## src/rtl/lmc_pkg.sv

```systemverilog
package lmc_pkg;
  typedef enum logic [1:0] {
    SOP_SAVE       = 2'd0,
    SOP_AND_VCC    = 2'd1,
    SOP_ANDN_SAVED = 2'd2,
    SOP_RESTORE    = 2'd3
  } sop_e;
endpackage

```

## src/rtl/lmc_pass_seq.sv

```systemverilog
module lmc_pass_seq #(
  parameter int NUM_PASSES = 4,
  localparam int IDX_W = (NUM_PASSES > 1) ? $clog2(NUM_PASSES) : 1
) (
  input  logic             clk,
  input  logic             rst_n,
  input  logic             start,
  input  logic             start_cmp,
  output logic             active,
  output logic [IDX_W-1:0] idx,
  output logic             last,
  output logic             is_cmp
);
  localparam logic [IDX_W-1:0] LAST_IDX = IDX_W'(NUM_PASSES - 1);

  logic             active_d;
  logic [IDX_W-1:0] idx_d;
  logic             cmp_d;
  logic             seq_en;

  assign last = active && (idx == LAST_IDX);

  always_comb begin
    active_d = active;
    idx_d    = idx;
    cmp_d    = is_cmp;
    seq_en   = 1'b0;
    if (active) begin
      seq_en = 1'b1;
      if (last) begin
        active_d = 1'b0;
        idx_d    = '0;
        cmp_d    = 1'b0;
      end else begin
        idx_d = idx + IDX_W'(1);
      end
    end else if (start) begin
      seq_en   = 1'b1;
      active_d = 1'b1;
      idx_d    = '0;
      cmp_d    = start_cmp;
    end
  end

  always_ff @(posedge clk or negedge rst_n) begin
    if (!rst_n) begin
      active <= 1'b0;
      idx    <= '0;
      is_cmp <= 1'b0;
    end else if (seq_en) begin
      active <= active_d;
      idx    <= idx_d;
      is_cmp <= cmp_d;
    end
  end
endmodule

```

## src/rtl/lmc_mask_regs.sv

```systemverilog
module lmc_mask_regs
  import lmc_pkg::*;
#(
  parameter int LANES  = 64,
  parameter int PASS_W = 16,
  parameter int DEPTH  = 8,
  localparam int NUM_PASSES = LANES / PASS_W,
  localparam int IDX_W  = (NUM_PASSES > 1) ? $clog2(NUM_PASSES) : 1,
  localparam int SIDX_W = (DEPTH > 1) ? $clog2(DEPTH) : 1
) (
  input  logic              clk,
  input  logic              rst_n,
  input  logic              sop_fire,
  input  sop_e              sop_kind,
  input  logic [SIDX_W-1:0] sop_idx,
  input  logic              cmp_fire,
  input  logic [IDX_W-1:0]  cmp_slice,
  input  logic [PASS_W-1:0] cmp_bits,
  output logic [LANES-1:0]  exec_q,
  output logic [LANES-1:0]  vcc_q
);
  logic [LANES-1:0] sreg_q [DEPTH];
  logic [LANES-1:0] exec_d;
  logic [LANES-1:0] vcc_d;
  logic [LANES-1:0] saved_rd;
  logic             exec_en;
  logic             sreg_en;

  assign saved_rd = sreg_q[sop_idx];

  always_comb begin
    exec_d  = exec_q;
    exec_en = 1'b0;
    sreg_en = 1'b0;
    if (sop_fire) begin
      unique case (sop_kind)
        SOP_SAVE:       sreg_en = 1'b1;
        SOP_AND_VCC:    begin exec_en = 1'b1; exec_d = vcc_q & exec_q;     end
        SOP_ANDN_SAVED: begin exec_en = 1'b1; exec_d = saved_rd & ~exec_q; end
        SOP_RESTORE:    begin exec_en = 1'b1; exec_d = saved_rd;           end
        default:        ;
      endcase
    end
  end

  always_comb begin
    vcc_d = vcc_q;
    for (int s = 0; s < NUM_PASSES; s++) begin
      if (cmp_fire && (cmp_slice == IDX_W'(s))) begin
        vcc_d[s*PASS_W +: PASS_W] = cmp_bits & exec_q[s*PASS_W +: PASS_W];
      end
    end
  end

  always_ff @(posedge clk or negedge rst_n) begin
    if (!rst_n) begin
      exec_q <= '1;
    end else if (exec_en) begin
      exec_q <= exec_d;
    end
  end

  always_ff @(posedge clk or negedge rst_n) begin
    if (!rst_n) begin
      vcc_q <= '0;
    end else if (cmp_fire) begin
      vcc_q <= vcc_d;
    end
  end

  for (genvar e = 0; e < DEPTH; e++) begin : g_sreg
    logic wr_en;
    assign wr_en = sreg_en && (sop_idx == SIDX_W'(e));
    always_ff @(posedge clk or negedge rst_n) begin
      if (!rst_n) begin
        sreg_q[e] <= '0;
      end else if (wr_en) begin
        sreg_q[e] <= exec_q;
      end
    end
  end
endmodule

```

## src/rtl/lmc_zero_detect.sv

```systemverilog
module lmc_zero_detect #(
  parameter int WIDTH = 64,
  parameter int CHUNK = 16,
  localparam int NCH = WIDTH / CHUNK
) (
  input  logic [WIDTH-1:0] vec,
  output logic             is_zero
);
  logic [NCH-1:0] chunk_any;

  for (genvar c = 0; c < NCH; c++) begin : g_chunk
    assign chunk_any[c] = |vec[c*CHUNK +: CHUNK];
  end

  assign is_zero = ~|chunk_any;
endmodule

```

## src/rtl/lane_mask_ctrl.sv

```systemverilog
module lane_mask_ctrl
  import lmc_pkg::*;
#(
  parameter int LANES  = 64,
  parameter int PASS_W = 16,
  parameter int DEPTH  = 8,
  localparam int NUM_PASSES = LANES / PASS_W,
  localparam int IDX_W  = (NUM_PASSES > 1) ? $clog2(NUM_PASSES) : 1,
  localparam int SIDX_W = (DEPTH > 1) ? $clog2(DEPTH) : 1
) (
  input  logic              clk,
  input  logic              rst_n,
  input  logic              sop_valid,
  input  logic [1:0]        sop_kind,
  input  logic [SIDX_W-1:0] sop_sreg,
  input  logic              vec_start,
  input  logic              vec_is_cmp,
  input  logic [PASS_W-1:0] cmp_result,
  input  logic              br_valid,
  input  logic              br_kind,
  output logic              br_taken,
  output logic              pass_active,
  output logic [IDX_W-1:0]  pass_idx,
  output logic              pass_last,
  output logic [PASS_W-1:0] lane_wen,
  output logic [LANES-1:0]  exec_mask,
  output logic [LANES-1:0]  vcc_mask,
  output logic              execz,
  output logic              vccz
);
  logic rst_meta_q, rst_int_n;
  logic seq_is_cmp;
  logic sop_fire;
  logic cmp_fire;

  always_ff @(posedge clk or negedge rst_n) begin
    if (!rst_n) begin
      rst_meta_q <= 1'b0;
      rst_int_n  <= 1'b0;
    end else begin
      rst_meta_q <= 1'b1;
      rst_int_n  <= rst_meta_q;
    end
  end

  assign sop_fire = sop_valid && !pass_active;
  assign cmp_fire = pass_active && seq_is_cmp;

  lmc_pass_seq #(.NUM_PASSES(NUM_PASSES)) seq_i (
    .clk       (clk),
    .rst_n     (rst_int_n),
    .start     (vec_start),
    .start_cmp (vec_is_cmp),
    .active    (pass_active),
    .idx       (pass_idx),
    .last      (pass_last),
    .is_cmp    (seq_is_cmp)
  );

  lmc_mask_regs #(.LANES(LANES), .PASS_W(PASS_W), .DEPTH(DEPTH)) regs_i (
    .clk       (clk),
    .rst_n     (rst_int_n),
    .sop_fire  (sop_fire),
    .sop_kind  (sop_e'(sop_kind)),
    .sop_idx   (sop_sreg),
    .cmp_fire  (cmp_fire),
    .cmp_slice (pass_idx),
    .cmp_bits  (cmp_result),
    .exec_q    (exec_mask),
    .vcc_q     (vcc_mask)
  );

  lmc_zero_detect #(.WIDTH(LANES), .CHUNK(PASS_W)) exz_i (
    .vec     (exec_mask),
    .is_zero (execz)
  );

  lmc_zero_detect #(.WIDTH(LANES), .CHUNK(PASS_W)) vcz_i (
    .vec     (vcc_mask),
    .is_zero (vccz)
  );

  assign lane_wen = pass_active ? exec_mask[pass_idx*PASS_W +: PASS_W] : '0;
  assign br_taken = br_valid && (br_kind ? execz : vccz);
endmodule

```

## config.mk

```make
export PLATFORM = sky130hd
export DESIGN_NAME = lane_mask_ctrl
export DESIGN_NICKNAME = d
export VERILOG_FILES = /design/src/rtl/lmc_pkg.sv /design/src/rtl/lmc_pass_seq.sv /design/src/rtl/lmc_mask_regs.sv /design/src/rtl/lmc_zero_detect.sv /design/src/rtl/lane_mask_ctrl.sv
export SDC_FILE = /design/constraint.sdc
export NUM_CORES = 1
export LEC_CHECK = 0
export ABC_CLOCK_PERIOD_IN_PS = 36100
export BUFFER_PORTS_ARGS = -buffer_cell sky130_fd_sc_hd__clkbuf_2
export CELL_PAD_IN_SITES_DETAIL_PLACEMENT = 1
export CELL_PAD_IN_SITES_GLOBAL_PLACEMENT = 1
export CORE_UTILIZATION = 35
export CTS_CLUSTER_DIAMETER = 50
export DETAILED_ROUTE_END_ITERATION = 10
export PLACE_DENSITY_LB_ADDON = 0.25
export RECOVER_POWER = 25
export SLEW_MARGIN = 20
export SYNTH_ARGS = -nofsm -noshare
export SYNTH_HDL_FRONTEND = slang
export SYNTH_SLANG_ARGS = --single-unit
```

## constraint.sdc

```tcl
create_clock -name clk -period 36.1 [get_ports clk]
set_input_delay 7.22 -clock clk [delete_from_list [all_inputs] [get_ports clk]]
set_output_delay 7.22 -clock clk [all_outputs]
set_load 0.02 [all_outputs]
```

==> flow_summary.yaml <==
yosys:
  synth_nets: 2278
  synth_area_leader_cell: "dfrtp_1"
  synth_seq_cells: 646
  synth_top_area_share_pct: 47.6
  synthArstFlopShare_pct: 100
  yosysMostFrequentCell: "dfrtp_1"
  synthCells: 2246
  yosys_most_used_dff: "dfrtp_1"
  synth_edf_count: 0
  synth_area_um2: 30600
  synth_commonest_cells: "582 x dfrtp_1, 394 x mux2_2, 260 x nand2_1"
  synth_warnings: 0
  synth.avg_cell_area_um2: 13.6
  ys_top_cells_by_area: "dfrtp_1 48%, mux2_2 14%, mux4_2 11%"
  yosysSeqAreaShare_pct: 53.1
  synth.distinct_cells: 35
run_status:
  violations: "max-capacitance violations, max-slew violations"
  status: "complete, but fails checks"
finish:
  final_util_pct: 40.9
  nNetsFinal: 2380
  drive_above_1_share_pct: 43.9
  syn_to_final_growth_pct: 15.8
  diodes: 0
  fillers: 8991
floorplanning:
  fp-row-count: 108
  coreArea_um2: 86800
  io_pins: 179
  die_w_um: 298
  die_y_um: 298
  die-area_um2: 88700
  start_util_pct: 35.3
sta:
  fin_skew_ps: 26.6
  tightestPinTransition_ps: 9470
  relSlewSlack_pct: -531
  timing.final.crit_share_pct: 41.5
  max_freq_mhz: 66.7
  setup_viol: 0
  holdWs_ps: 347
  hold_viol_final: 0
  setup_tns_ps: 0
  drv_slew: 438
  post-route-min-period_ps: 14990
  finalWorstSetupSlack_ps: 21110
  rsz0062_at_grt: "false"
critical_path:
  required_ps: 28880
  startpoint_type: "input port"
  r2r_end: "regs_i.sreg_q[313]"
  arrival_ps: 7770
  rr_startpoint: "rst_int_n"
  end_kind: "output port"
  rrSetupSlack_ps: 24300
  critical_path_class: "input port to output port"
  cp_max_fo: 1
  reg2regPathDepth: 3
pwr:
  power.density_nw_per_um2: 57.2
  peakVddDrop_mv: 0.0398
  p_leak_nw: 16.5
cts:
  post_cts_buffers: 0
  clockBufferDepth: 3
  cts_buffers: 91
  clkTransAtPathRegs_ps: 50
  clk_latency_ps: 650
  htree_levels: 3
  cts_resized: 0
  root_buffer: "clkbuf_16"
  cts_sinks: 646
  cts_tree: "done"
  postCtsHoldBufs: 0
detailed_routing:
  drc: 0
  dr.pass1.iters: 5
  antenna_left: 0
  num_vias: 19900
  first_iter_violations: 1349
  routed_wl_um: 101000
  wl_per_cell_um: 28.3
  via_per_inst: 5.55
global_route:
  grt_pass1_vias: 21700
  antenna_found_initial: 3
  grt_pass1_wl_um: 154000
  grt-ovfl-total: 0
  grt_max_degree: 188
  track_usage_pct: 23.3
placed_design:
  gp_congestion: 0.799
  pre_cts_ws_ps: 21110
  dp.final_hpwl_um: 61900
  portBuffers: 178
hold_path:
  hold_depth: 0
  hp-class: "register to register"
  hold_end: "rst_int_n"
  min-delay-start: "rst_meta_q"
flow_run:
  maxCapViolations: 5
-- cell families after synthesis --
group | after synthesis | share of synthesized area, %
muxes | 723 | 32.6
DFF | 646 | 53.1
and+or+nand+nor | 402 | 6.23
AOI/OAI and AO/OA | 260 | 4.27
buffers and inverters | 210 | 3.68
adders and majority gates | 4 | 0.163
other | 1 | 0.0122
-- power by group --
| part | internal, mW | switching [mW] | total, mW |
|---|---|---|---|
| combinational | 0.0757 | 0.171 | 0.247 |
| sequential | 0.755 | 0.0674 | 0.822 |
| clock | 0.592 | 0.368 | 0.960 |
-- stage by stage --
step           power (mW)  cell area (um2)  instances
6_report             2.03            35500       3582
5_1_grt              2.10            35500       3582
4_1_cts              2.05            35500       3581
3_5_place_dp         1.08            32200       3409
3_3_place_gp         1.08            32200       3409
2_1_floorplan       0.949            30600       2246
-- cells in the final DEF (no fill, tap or decap), drive strengths merged, types with 3 or more instances in the layout --
cell type,instances
and2,18
buf,39
bufinv,15
clkbuf,285
clkinv,27
clkinvlp,7
dfrtp,582
dfstp,64
ha,4
inv,18
mux2,512
mux2i,67
mux4,144
nand2,261
nand3,5
nand4,8
nor2,3
nor2b,66
nor3b,3
nor4,34
o21ai,257
-- worst max-delay path, cell delays in order --
cell      delay, ps
clkbuf_2         90
mux2i_1         110
nor2b_1         160
clkbuf_2        180
-- worst max-delay path by stage --
stage / start / end / cells past startpoint
after floorplan: rst_int_n / regs_i.sreg_q[0] / 0
after global placement: br_kind / br_taken / 4
after detailed placement: br_kind / br_taken / 4
after CTS: br_kind / br_taken / 4
after global routing: br_kind / br_taken / 4
final: br_kind / br_taken / 4
-- layout make-up --
class	count	area [um2]	share of cell area (%)
clock buffer	108	2390	6.74
clock inverter	64	878	2.48
inverter	3	11.3	0.0318
multi-input combinational	1390	13300	37.5
sequential	646	16200	45.8
tap	1155	1450	4.08
timing repair buffer	216	1200	3.40
-- layer usage --
layer  share of wire, %  track usage (%)
met1                 45             32.5
met2                 46             36.1
met3                6.0             4.81
met4                3.3             7.99
met5              0.013                0
-- sequential cells by signal, summed over array words and instances (netlist names) --
name	count
seq_i.is_cmp	1
seq_i.active	1
rst_meta_q	1
regs_i.exec_q	64
regs_i.sreg_q	512
rst_int_n	1
regs_i.vcc_q	64
seq_i.idx	2
Power figures use the tool's default switching activity.
